$ cat src/rtl/lcd_mux_pkg.sv
package lcd_mux_pkg;

    typedef enum logic [1:0] {
        LVL_GND   = 2'd0,
        LVL_THIRD = 2'd1,
        LVL_TWO3  = 2'd2,
        LVL_VDD   = 2'd3
    } lvl_e;

    // Negative half-period mirrors the ladder: GND<->VDD, 1/3<->2/3.
    function automatic lvl_e lvl_mirror(input lvl_e l, input logic neg);
        return neg ? lvl_e'(~l) : l;
    endfunction

endpackage

$ cat src/rtl/lcd_mux_timebase.sv
module lcd_mux_timebase #(
    parameter int NCOM = 3,
    localparam int SLOT_W = (NCOM > 1) ? $clog2(NCOM) : 1
) (
    input  logic              clk,
    input  logic              rst_n,
    input  logic              tick,
    input  logic              clk_stop,
    output logic [SLOT_W-1:0] slot,
    output logic              pol,
    output logic              drive_en
);

    typedef struct packed {
        logic              en;
        logic              pol;
        logic [SLOT_W-1:0] slot;
    } tb_state_t;

    tb_state_t st_d, st_q;

    always_comb begin
        st_d = st_q;
        if (clk_stop) begin
            st_d = '0;
        end else if (tick) begin
            if (!st_q.en) begin
                st_d.en = 1'b1;
            end else if (st_q.slot == SLOT_W'(NCOM - 1)) begin
                st_d.slot = '0;
                st_d.pol  = ~st_q.pol;
            end else begin
                st_d.slot = st_q.slot + 1'b1;
            end
        end
    end

    always_ff @(posedge clk or negedge rst_n) begin
        if (!rst_n) st_q <= '0;
        else        st_q <= st_d;
    end

    assign slot     = st_q.slot;
    assign pol      = st_q.pol;
    assign drive_en = st_q.en;

endmodule

$ cat src/rtl/lcd_mux_segram.sv
module lcd_mux_segram #(
    parameter int NCOM = 3,
    parameter int NSEG = 32,
    localparam int AW   = (NSEG > 1) ? $clog2(NSEG) : 1,
    localparam int BITS = NCOM * NSEG
) (
    input  logic            clk,
    input  logic            rst_n,
    input  logic            wr_en,
    input  logic [AW-1:0]   wr_addr,
    input  logic [NCOM-1:0] wr_data,
    output logic [BITS-1:0] pix
);

    logic [BITS-1:0] pix_d, pix_q;

    always_comb begin
        pix_d = pix_q;
        if (wr_en && (32'(wr_addr) < NSEG)) begin
            pix_d[32'(wr_addr) * NCOM +: NCOM] = wr_data;
        end
    end

    always_ff @(posedge clk or negedge rst_n) begin
        if (!rst_n) pix_q <= '0;
        else        pix_q <= pix_d;
    end

    assign pix = pix_q;

endmodule

$ cat src/rtl/lcd_mux_pinmode.sv
module lcd_mux_pinmode #(
    parameter int NSEG     = 32,
    parameter int BIT_BASE = 16,
    parameter int NBIT     = 4,
    parameter int GRP_SZ   = 4,
    parameter int NGRP     = 3,
    localparam int GRP_BASE = BIT_BASE + NBIT,
    localparam int GRP_END  = GRP_BASE + GRP_SZ * NGRP
) (
    input  logic            clk,
    input  logic            rst_n,
    input  logic            cfg_we,
    input  logic [NBIT-1:0] cfg_bit_mode,
    input  logic [NGRP-1:0] cfg_grp_mode,
    output logic [NSEG-1:0] gp_sel
);

    typedef struct packed {
        logic [NBIT-1:0] bits;
        logic [NGRP-1:0] grps;
    } mode_t;

    mode_t md_d, md_q;

    always_comb begin
        md_d = md_q;
        if (cfg_we) begin
            md_d.bits = cfg_bit_mode;
            md_d.grps = cfg_grp_mode;
        end
    end

    always_ff @(posedge clk or negedge rst_n) begin
        if (!rst_n) md_q <= '0;
        else        md_q <= md_d;
    end

    for (genvar s = 0; s < NSEG; s++) begin : g_line
        if (s >= BIT_BASE && s < GRP_BASE) begin : g_bit
            assign gp_sel[s] = md_q.bits[s - BIT_BASE];
        end else if (s >= GRP_BASE && s < GRP_END) begin : g_grp
            assign gp_sel[s] = md_q.grps[(s - GRP_BASE) / GRP_SZ];
        end else begin : g_fixed
            assign gp_sel[s] = 1'b0;
        end
    end

endmodule

$ cat src/rtl/lcd_mux_levels.sv
module lcd_mux_levels
    import lcd_mux_pkg::*;
#(
    parameter int NCOM = 3,
    parameter int NSEG = 32,
    localparam int SLOT_W = (NCOM > 1) ? $clog2(NCOM) : 1
) (
    input  logic [SLOT_W-1:0]    slot,
    input  logic                 pol,
    input  logic                 drive_en,
    input  logic [NCOM*NSEG-1:0] pix,
    input  logic [NSEG-1:0]      gp_sel,
    output logic [2*NCOM-1:0]    com_lvl,
    output logic [2*NSEG-1:0]    seg_lvl
);

    always_comb begin
        lvl_e cv;
        for (int c = 0; c < NCOM; c++) begin
            cv = (slot == SLOT_W'(c)) ? LVL_VDD : LVL_THIRD;
            cv = lvl_mirror(cv, pol);
            com_lvl[2*c +: 2] = drive_en ? cv : LVL_GND;
        end
    end

    always_comb begin
        lvl_e            sv;
        logic [NCOM-1:0] col;
        for (int s = 0; s < NSEG; s++) begin
            col = pix[s*NCOM +: NCOM];
            sv  = col[slot] ? LVL_GND : LVL_TWO3;
            sv  = lvl_mirror(sv, pol);
            seg_lvl[2*s +: 2] = (drive_en && !gp_sel[s]) ? sv : LVL_GND;
        end
    end

endmodule

$ cat src/rtl/lcd_mux_drv.sv
module lcd_mux_drv #(
    parameter int NCOM     = 3,
    parameter int NSEG     = 32,
    parameter int BIT_BASE = 16,
    parameter int NBIT     = 4,
    parameter int GRP_SZ   = 4,
    parameter int NGRP     = 3,
    localparam int AW     = (NSEG > 1) ? $clog2(NSEG) : 1,
    localparam int SLOT_W = (NCOM > 1) ? $clog2(NCOM) : 1
) (
    input  logic              clk,
    input  logic              rst_n,
    input  logic              tick,
    input  logic              clk_stop,
    input  logic              wr_en,
    input  logic [AW-1:0]     wr_addr,
    input  logic [NCOM-1:0]   wr_data,
    input  logic              cfg_we,
    input  logic [NBIT-1:0]   cfg_bit_mode,
    input  logic [NGRP-1:0]   cfg_grp_mode,
    output logic [2*NCOM-1:0] com_lvl,
    output logic [2*NSEG-1:0] seg_lvl,
    output logic [NSEG-1:0]   seg_gp_sel
);

    logic [SLOT_W-1:0]    slot;
    logic                 pol;
    logic                 drive_en;
    logic [NCOM*NSEG-1:0] pix;

    lcd_mux_timebase #(.NCOM(NCOM)) u_timebase (
        .clk      (clk),
        .rst_n    (rst_n),
        .tick     (tick),
        .clk_stop (clk_stop),
        .slot     (slot),
        .pol      (pol),
        .drive_en (drive_en)
    );

    lcd_mux_segram #(.NCOM(NCOM), .NSEG(NSEG)) u_segram (
        .clk     (clk),
        .rst_n   (rst_n),
        .wr_en   (wr_en),
        .wr_addr (wr_addr),
        .wr_data (wr_data),
        .pix     (pix)
    );

    lcd_mux_pinmode #(
        .NSEG(NSEG), .BIT_BASE(BIT_BASE), .NBIT(NBIT),
        .GRP_SZ(GRP_SZ), .NGRP(NGRP)
    ) u_pinmode (
        .clk          (clk),
        .rst_n        (rst_n),
        .cfg_we       (cfg_we),
        .cfg_bit_mode (cfg_bit_mode),
        .cfg_grp_mode (cfg_grp_mode),
        .gp_sel       (seg_gp_sel)
    );

    lcd_mux_levels #(.NCOM(NCOM), .NSEG(NSEG)) u_levels (
        .slot     (slot),
        .pol      (pol),
        .drive_en (drive_en),
        .pix      (pix),
        .gp_sel   (seg_gp_sel),
        .com_lvl  (com_lvl),
        .seg_lvl  (seg_lvl)
    );

endmodule

$ cat config.mk
export PLATFORM = sky130hd
export DESIGN_NAME = lcd_mux_drv
export DESIGN_NICKNAME = d
export VERILOG_FILES = /design/src/rtl/lcd_mux_pkg.sv /design/src/rtl/lcd_mux_timebase.sv /design/src/rtl/lcd_mux_segram.sv /design/src/rtl/lcd_mux_pinmode.sv /design/src/rtl/lcd_mux_levels.sv /design/src/rtl/lcd_mux_drv.sv
export SDC_FILE = /design/constraint.sdc
export NUM_CORES = 1
export LEC_CHECK = 0
export ABC_AREA = 1
export BUFFER_PORTS_ARGS = -buffer_cell sky130_fd_sc_hd__buf_2
export CORE_MARGIN = 2
export CORE_UTILIZATION = 47
export DETAILED_ROUTE_END_ITERATION = 7
export PLACE_DENSITY_LB_ADDON = 0.25
export SYNTH_ARGS = -nofsm -noshare
export SYNTH_HDL_FRONTEND = slang
export SYNTH_SLANG_ARGS = --single-unit
$ cat constraint.sdc
create_clock -name clk -period 1.4 [get_ports clk]
set_clock_uncertainty 0.2 [all_clocks]
set_input_delay 0 -clock clk [delete_from_list [all_inputs] [get_ports clk]]
set_output_delay 0 -clock clk [all_outputs]
set_load 0.02 [all_outputs]
==> metrics.txt <==
status finished, violations left; failing checks negative setup slack; # DRC 0; core area 13200 µm²; I/O Pins 123; die height 120 µm; routability congestion estimate 0.845; post-synth design cell area 6350 µm²; via density per instance 5.00; share of cells above drive strength 1 30.2%; top post-synthesis cells by area dfrtp_1 42%, nand2_1 21%, nand3_1 7.3%, buf_4 6.7%, nor2_1 4.7%; most frequent cell after synthesis nand2_1; CP endpoint kind output port; synth unique cells 29; root buffer cell clkbuf_16; critical-path cell list inv_2, nor2_4, buf_12, nand2_1, nand3_2, xor2_2, nor2_2, buf_6; Final Hold Fails 0; Routed Antenna Nets 0; worst IR drop on VDD 784 µV; initial core utilization 48.1%; Setup CP Type reg2out; largest net degree at the start of global routing 67; Die ar. 14500 µm²; fin. max-slew vios 0; hold_ws 0.0373 ns; Hold Crit Start wr_addr[2]; TritonCTS clock tree yes; Starting DRT DRC Count 364; Tmin final 1.99 ns; final setup fails 73; Post-Route WL 18300 µm; CTS H-Tree Depth 3; ys async rst share 100%; worst-path fanout max 18; Worst-Skew Late Latency 0.35 ns; largest area contributor in the netlist dfrtp_1; nets 1067; WHS Endpoint u_segram.pix[60]; wire per inst 15.0 µm; RSZ-0062 raised after global routing yes; R2R cell count 6; CTS Buf Count 9; Hold Crit Class in2reg; Hold Path Stages 6; Post-synth top cells 358 x nand2_1, 107 x dfrtp_1, 93 x nand3_1; nature of the critical path startpoint register; Reg-to-Reg Start u_timebase.slot[1]; Max-Cap Viols 0; setup slack after layout -0.594 ns; Post-synth EDFFs 0; vias in the first global route 5942; CP required 1.20 ns; Antenna Diode Count 0; grt ovf 0; Lkg Pwr 4.71 nW; CP max stage delay 0.47 ns; CP max stage cell dfrtp_2; Place WS -0.312 ns; GR Util All Layers 25.8%; Synth warnings 0; FF-to-FF End u_timebase.pol; top cell type's share of synthesized area 42.2%; reg-to-reg setup timing slack -0.08 ns; via count 6118; pwr/cell area 1030 nW/µm²; antenna violations before repair 0; global-route wire length before repair 29200 µm; sequential-to-total area share from yosys stat 42.2%; Tcrit/Tclk final 142%; Final Power 8.98 mW; PortBufs 106; Clock Pin Slew Worst Setup and Hold Paths 0.07 ns; top_reg_cell synth dfrtp_1; Synth Area per Inst 7.14 µm²; Clock Sinks 107; Post-Syn Instances 889; DP HPWL 11900 µm; die width 120 µm; synthesis-to-layout area growth 37.4%; CTS max path bufs 2; Worst EP arrival 1.79 ns; Final Util 66.1%; Setup TNS Final -27.27 ns; Yosys reg bits 107; num rows 42; fmax 0.501 GHz; Pre-antenna DRT Iters 5; Critical Path Source u_timebase.slot[1]
==> area by class of cell <==
cell class | instances | area, µm²
sequential | 107 | 2680
inverter | 57 | 230
fill | 1106 | 4470
multi-input combinational | 655 | 3380
timing repair inverter | 1 | 7.51
clock buffer | 13 | 270
tap | 176 | 220
timing repair buffer | 212 | 1880
clock inverter | 3 | 45.0
==> worst max-delay path: cells and delay by family, from the launching register on <==
kind	cells	cell delay, ns
DFF	1	0.47
xor gates and xnor gates	1	0.16
buffers and inverters	3	0.39
and+or+nand+nor	4	0.41
==> layer usage <==
metal / global-route usage (%) / share of wire (%) / vias up
met5: 0 / 0 / -
met4: 9.01 / 2.3 / 0
met3: 6.08 / 6.1 / 41
met2: 44.7 / 49 / 212
met1: 31.7 / 42 / 2869
li1: - / - / 2996
==> registers in the layout, summed over array words and instances, names as in the netlist <==
signal,cells
u_timebase.drive_en,1
u_timebase.slot,2
u_timebase.pol,1
u_pinmode.gp_sel,7
u_segram.pix,96
==> stage by stage <==
stage / area, µm² / cells
global route: 8720 / 1224
detailed placement: 7460 / 1168
CTS: 8460 / 1217
floorplan: 6720 / 904
global placement: 7460 / 1168
finish: 8720 / 1224
==> how the worst max path moves through the flow <==
stage | end | depth (start not counted)
after detailed placement | u_segram.pix[86] | 12
final | seg_lvl[11] | 8
after floorplan | seg_lvl[2] | 4
after global routing | seg_lvl[63] | 8
after CTS | seg_lvl[57] | 8
after global placement | u_segram.pix[78] | 11
==> repair_timing <==
item / CTS / global route
setup endpoints to repair: 71 / 142
hold buffers: 23 / 0
resized for setup: 109 / 45
hold endpoints to repair: 164 / 0
buffers inserted: 8 / 7
gates cloned: 2 / 0
pin swaps: 4 / 4
==> power by group <==
part | internal [mW] | leakage [nW] | switching, mW
clock | 1.53 | 0.148 | 1.13
combinational | 1.02 | 3.17 | 1.45
sequential | 3.58 | 1.39 | 0.275
total | 6.13 | 4.71 | 2.85
==> cells in the final DEF (no fill, tap or decap), drive strengths merged, types with 16 or more instances in the layout <==
cell type,synthesis,layout
nand2,364,364
buf,74,189
dfrtp,107,107
nand3,94,94
nor2,90,90
inv,56,55
xor2,30,30
dlygate4sd3,0,23
o21bai,21,21
o21ai,21,21
conb,1,16
==> logic make-up after synthesis <==
group | Yosys count | synth area share [%]
adders and majority gates | 3 | 0.591
muxes | 1 | 0.177
xor gates and xnor gates | 31 | 4.40
DFF | 107 | 42.2
other | 1 | 0.0591
and+or+nand+nor | 557 | 35.9
buffers and inverters | 142 | 12.1
AOI/OAI and AO/OA | 47 | 4.55
Power figures use the tool's default switching activity.
